===== src/rtl/psf_pkg.sv =====
package psf_pkg;

   // Per-cycle decisions made by the handshake logic.
   typedef struct packed {
      logic enq_fire;   // an item is taken in
      logic deq_fire;   // the held item is removed
      logic load;       // slot register captures enq data
      logic nxt_full;   // occupancy after this edge
   } psf_ctl_t;

endpackage


===== src/rtl/psf_ctl.sv =====
module psf_ctl
   import psf_pkg::*;
(
   input  logic     full_q,
   input  logic     clr_i,
   input  logic     enq_valid_i,
   input  logic     deq_valid_i,
   output logic     enq_ready_o,
   output psf_ctl_t ctl_o
);

   logic deq_fire;
   logic enq_fire;

   // A removal only happens when something is held.
   assign deq_fire    = deq_valid_i & full_q;
   // Room exists if empty, or if the held item leaves this cycle.
   assign enq_ready_o = ~full_q | deq_fire;
   assign enq_fire    = enq_valid_i & enq_ready_o;

   always_comb begin
      ctl_o.enq_fire = enq_fire;
      ctl_o.deq_fire = deq_fire;
      ctl_o.load     = enq_fire & ~clr_i;
      if (clr_i)
         ctl_o.nxt_full = 1'b0;
      else if (enq_fire)
         ctl_o.nxt_full = 1'b1;
      else if (deq_fire)
         ctl_o.nxt_full = 1'b0;
      else
         ctl_o.nxt_full = full_q;
   end

endmodule


===== src/rtl/psf_flag.sv =====
module psf_flag (
   input  logic clk_i,
   input  logic rst_ni,
   input  logic nxt_full_i,
   output logic full_q_o
);

   always_ff @(posedge clk_i or negedge rst_ni) begin
      if (!rst_ni)
         full_q_o <= 1'b0;
      else
         full_q_o <= nxt_full_i;
   end

endmodule


===== src/rtl/psf_slot.sv =====
module psf_slot #(
   parameter int WIDTH = 32
) (
   input  logic             clk_i,
   input  logic             rst_ni,
   input  logic             load_i,
   input  logic [WIDTH-1:0] d_i,
   output logic [WIDTH-1:0] q_o
);

   always_ff @(posedge clk_i or negedge rst_ni) begin
      if (!rst_ni)
         q_o <= '0;
      else if (load_i)
         q_o <= d_i;
   end

endmodule


===== src/rtl/pipe_slot_fifo.sv =====
module pipe_slot_fifo
   import psf_pkg::*;
#(
   parameter int WIDTH = 32
) (
   input  logic             clk_i,
   input  logic             rst_ni,
   input  logic             clr_i,
   input  logic             enq_valid_i,
   input  logic [WIDTH-1:0] enq_data_i,
   output logic             enq_ready_o,
   input  logic             deq_valid_i,
   output logic             deq_ready_o,
   output logic [WIDTH-1:0] first_data_o,
   output logic             not_empty_o
);

   localparam int DataMsb = WIDTH - 1;

   generate
      if (WIDTH < 1) begin : g_bad_width
         $error("pipe_slot_fifo: WIDTH must be at least 1");
      end
   endgenerate

   logic     full_q;
   psf_ctl_t ctl;

   psf_ctl u_ctl (
      .full_q      (full_q),
      .clr_i       (clr_i),
      .enq_valid_i (enq_valid_i),
      .deq_valid_i (deq_valid_i),
      .enq_ready_o (enq_ready_o),
      .ctl_o       (ctl)
   );

   psf_flag u_flag (
      .clk_i      (clk_i),
      .rst_ni     (rst_ni),
      .nxt_full_i (ctl.nxt_full),
      .full_q_o   (full_q)
   );

   psf_slot #(.WIDTH(WIDTH)) u_slot (
      .clk_i  (clk_i),
      .rst_ni (rst_ni),
      .load_i (ctl.load),
      .d_i    (enq_data_i[DataMsb:0]),
      .q_o    (first_data_o)
   );

   assign deq_ready_o = full_q;
   assign not_empty_o = full_q;

endmodule


===== config.mk =====
export PLATFORM = sky130hd
export DESIGN_NAME = pipe_slot_fifo
export DESIGN_NICKNAME = d
export VERILOG_FILES = /design/src/rtl/psf_pkg.sv /design/src/rtl/psf_ctl.sv /design/src/rtl/psf_flag.sv /design/src/rtl/psf_slot.sv /design/src/rtl/pipe_slot_fifo.sv
export SDC_FILE = /design/constraint.sdc
export NUM_CORES = 1
export LEC_CHECK = 0
export BUFFER_PORTS_ARGS = -buffer_cell sky130_fd_sc_hd__buf_2
export CAP_MARGIN = 20
export CORE_MARGIN = 2
export CORE_UTILIZATION = 39
export DETAILED_ROUTE_END_ITERATION = 10
export GPL_TIMING_DRIVEN = 0
export PLACE_DENSITY = 0.83
export RECOVER_POWER = 100
export SYNTH_ARGS = -nofsm -noshare
export SYNTH_HDL_FRONTEND = slang
export SYNTH_SLANG_ARGS = --single-unit

===== constraint.sdc =====
create_clock -name clk_i -period 1.5 [get_ports clk_i]
set_clock_uncertainty 0.1 [all_clocks]
set_input_delay 0.375 -clock clk_i [delete_from_list [all_inputs] [get_ports clk_i]]
set_output_delay 0.375 -clock clk_i [all_outputs]
set_load 0.05 [all_outputs]

### Word level (Yosys, flattened, before mapping)

Index checks and enable logic that the tools add are counted.

| operators by class | value |
|---|---|
| equal/unequal tests | 0 |
| multipliers | 0 |
| $add $sub $neg | 0 |
| reduce and logical (&&, ||, !) cells | 1 |
| muxes and demuxes | 3 |
| shifts and indexed selects | 0 |
| div/mod/pow operators | 0 |
| bitwise operators | 6 |
| $lt $le $gt $ge | 0 |

Operators by type and width:

| kind | count |
|---|---|
| $and 1x1->1 | 3 |
| $mux 1 | 3 |
| $reduce_bool 3->1 | 1 |
| $not 1->1 | 2 |
| $or 1x1->1 | 1 |

| storage, ports and cells | value |
|---|---|
| memories kept | 0 |
| bits of input ports | 37 |
| flip-flop bits (word level) | 33 |
| ROM bits | 0 |
| logic and storage cells | 12 |
| bits in writable memories | 0 |
| bits in latches | 0 |
| output and inout port bits | 35 |

### Logic depth before layout (Yosys ltp)

| logic depth | value |
|---|---|
| depth in word-level cells | 5 |
| gate-level depth with buffers | 4 |
| depth with buffers taken out | 3 |

### Hierarchy

Synthesis repeated with hierarchy kept, for this count alone.

| second synthesis, totals | value |
|---|---|
| cells, all modules | 78 |
| area, all modules | 1,440.1 sq um |

By module, submodules not included:

| module | area each (sq um) | sequential area each (sq um) | cells an instance | instances |
|---|---|---|---|---|
| psf_slot | 1,345.0 | 800.8 | 68 | 1 |
| psf_ctl | 62.6 | 0.0 | 8 | 1 |
| psf_flag | 25.0 | 25.0 | 1 | 1 |
| pipe_slot_fifo | 7.5 | 0.0 | 1 | 1 |

### Least setup slack after synthesis

No wires, ideal clock.

| timing | value |
|---|---|
| path type | reg-to-reg |
| start | reg u_flag.full_q_o |
| end | reg u_slot.q_o[0] |
| library setup time | 0.125 ns |
| setup slack | -0.287 ns |
| cell stages (with the launch flop) | 5 |
| arrival | 1.562 ns |
| data required time | 1.275 ns |
| path buffers | 1 |
| cells stage by stage | dfrtp_1 -> nor2b_4 -> nor3b_4 -> buf_6 -> mux2_2 |

| on the way | value |
|---|---|
| cells in the longest elaborated chain, start to end | 4 |
| elaborated cells on any way between the ends | 5 |
| classes of those cells | bitwise: 5 |

RTL lines:

| what | RTL line | RTL |
|---|---|---|
| start: declaration | psf_flag.sv:5 | `output logic full_q_o` |
| start signal: assignment | psf_flag.sv:12 | `full_q_o <= nxt_full_i;` |
| $and 1x1->1 / $not 1->1 (equally long branches) | psf_ctl.sv:16, psf_ctl.sv:18 |  |
| $or 1x1->1 (*) | psf_ctl.sv:18 | `assign enq_ready_o = ~full_q \| deq_fire;` |
| $and 1x1->1 (*) | psf_ctl.sv:19 | `assign enq_fire = enq_valid_i & enq_ready_o;` |
| $and 1x1->1 (*) | psf_ctl.sv:24 | `ctl_o.load = enq_fire & ~clr_i;` |
| end signal: assignment | psf_slot.sv:15 | `q_o <= d_i;` |
| end: declaration | psf_slot.sv:8 | `output logic [WIDTH-1:0] q_o` |

Every way passes the cells marked *; elsewhere a longest branch is shown, timed or not.
A chain may end at the register's enable or synchronous reset.

### Worst setup path after layout

| timing | value |
|---|---|
| start | reg u_flag.full_q_o |
| end | reg u_slot.q_o[14] |

Same word-level chain as after synthesis.

==> flow_summary.ini <==
[clock_tree]
clk_pin_slew_ns = 0.10
clock_path_buffers = 2
cts.sinks = 33
cts_tree = yes
clk_latency_ns = 0.33
ctsHoldBuffers = 0
htreeDepth = 2
cts_root_buffer = clkbuf_4
cts_made_buffers = 5

[layout]
drive_above_1_share_pct = 77.8
layout.nets = 194
n_fill_cell = 238
syn2layout_area_growth_pct = 52.4
final_core_util_pct = 62.9
diodes = 0
seqCellArea_um2 = 827
multi_input_area_um2 = 498

[worst_setup_path]
max_stage_delay_ns = 0.43
crit_type = reg2reg
required_ns = 1.63
start_kind = flip-flop
critPathBufInv = 2
crit_family = flip-flops
r2r-end = u_slot.q_o[14]
r2r_setup_slack_ns = -0.12
worstReg2RegStart = u_flag.full_q_o
reg2reg_depth = 5
startpoint = u_flag.full_q_o
slowest_stage = dfrtp_2
arrival_ns = 1.74
crit_chain = nor2b_4 > nor3b_4 > buf_6 > buf_12 > mux2_2
critPathMaxFanout = 10
endpoint_kind = flip-flop

[routing]
dr.pass1.iters = 4
final_antenna_net_count = 0
num_vias = 911
vias_per_cell = 4.51
drt_iter0_markers = 15
drt_wl_total_mm = 2.97
drc = 0
wire_per_inst_um = 14.7

[yosys]
synth_top_cell_by_area = dfrtp_1
ys_seq_area_share_pct = 65.0
synth_warnings = 0
synth.most_common_cell = dfrtp_1
synth_edf_count = 0
yosys_most_used_dff = dfrtp_1
synthCells = 74
ys_types = 8
ys_ff_latch = 33
synth.avg_cell_area_um2 = 17.2
syn_nets = 111
netlist.area_leader.share_pct = 65.0
async_flop_share_pct = 100
ys_top_cells_by_area = dfrtp_1 65%, mux2_2 28%, buf_6 2.7%
synth_common_cells = 33 x dfrtp_1, 32 x mux2_2, 3 x buf_6
synthesis.area_um2 = 1270

[job]
drv_cap = 0

[die]
dieArea_um2 = 3730
start_util_pct = 41.3
die_w_um = 61.1
fp-row-count = 20
coreArea_um2 = 3080
fp.dieH_um = 61.1
io_pins = 72

[grt]
grt_pass1_wl_mm = 4.12
antenna_found_initial = 0
grt-ovfl-total = 0
grt_pass1_vias = 918
grt_usage_pct = 15.8
grt_max_degree = 34

[placed_design]
port_buffers = 71
dpl_worst_slack_ns = -0.143
place_congestion = 0.676

[pwr]
swShare_pct = 40.8
p_comb_share_pct = 41.0
clkPwrFrac_pct = 17.4
ir_drop_mv = 0.889
p_int_mw = 1.59
p_seq_share_pct = 41.7
p_sw_mw = 1.10
power.leakage_nw = 1.00
p_per_area_nw_per_um2 = 1390

[sta]
timing.final.ws_setup_ns = -0.118
rsz0062_at_grt = true
fmax_ghz = 0.618
worstMarginPinSlew_ns = 0.785
finalCritPeriodShare_pct = 108
maxSlewViolCount = 0
slew_headroom_pct = 47.7
finalSetupViolations = 34
hold_violations = 0
min_period_ns = 1.62
setup_tns_ns = -3.00

[run_status]
violations = negative setup slack
status = complete, but fails checks

[min_path]
hold_class = in2async
-- metrics by stage --
step / cell area, um2 / cells / hold WS, ns / total power, mW
final: 1940 / 202 / 0.00290 / 2.69
after CTS: 1830 / 201 / 0.00643 / 2.63
after detailed placement: 1680 / 189 / 0.368 / 2.11
after global placement: 1680 / 189 / 0.352 / 2.08
after floorplan: 1270 / 74 / -0.0206 / 1.85
after global routing: 1940 / 202 / 0.0658 / 2.81
-- flip-flops by register name (all words and copies together) (netlist names) --
name / count
u_slot.q_o: 32
u_flag.full_q_o: 1
-- worst max-delay path by stage --
| stage | to | cells after the start |
|---|---|---|
| after global routing | u_slot.q_o[19] | 5 |
| after CTS | u_slot.q_o[11] | 5 |
| after floorplan | u_slot.q_o[0] | 4 |
| final | u_slot.q_o[14] | 5 |
| after detailed placement | u_slot.q_o[25] | 4 |
| after global placement | u_slot.q_o[30] | 4 |
-- worst reg2reg max path: stages, from the launching register on --
cell and delay (ns):
dfrtp_2 0.43, nor2b_4 0.15, nor3b_4 0.18, buf_6 0.18
buf_12 0.15, mux2_2 0.33
-- per-layer routing --
layer / track usage (%) / vias to the layer above / wire length, um
li1: - / 424 / -
met1: 17.6 / 437 / 1250
met2: 26.4 / 45 / 1480
met3: 5.67 / 5 / 196
met4: 8.39 / 0 / 37
met5: 0 / - / 0
-- layout make-up --
cell class | count | share of cell area (%)
Buffer | 3 | 2.39
Clock buffer | 6 | 2.13
Clock inverter | 2 | 0.517
Inverter | 1 | 0.194
Multi-Input combinational cell | 36 | 25.7
Sequential cell | 33 | 42.7
Tap cell | 44 | 2.84
Timing Repair Buffer | 77 | 23.5
-- power by group through the flow --
stage	clock network (mW)	registers [mW]	logic (mW)
2_1_floorplan	0	1.66	0.186
3_3_place_gp	0	1.12	0.964
3_5_place_dp	0	1.13	0.982
4_1_cts	0.484	1.11	1.03
5_1_grt	0.529	1.14	1.14
6_report	0.466	1.12	1.10
-- cell usage in the layout, fill, tap and decap left out, drive strengths merged --
cell type and n:
mux2 32, dfrtp 33, buf 74, nor2b 1
nor2 2, clkbuf 12, clkinv 2, nor3b 1
inv 1
-- cell families after synthesis --
logic type    synth area share [%]
flops                         65.0
mux                           28.3
buf+inv                       3.54
simple gates                  3.15
-- what timing repair did --
| item | 4_1_cts | 5_1_grt |
|---|---|---|
| gates resized for setup | 20 | 23 |
| cloned | 1 | 1 |
| pin swaps | 1 | 1 |
| setup endpoints to repair | 32 | 39 |
| setup buffers | 3 | 1 |
Power figures use the tool's default switching activity.
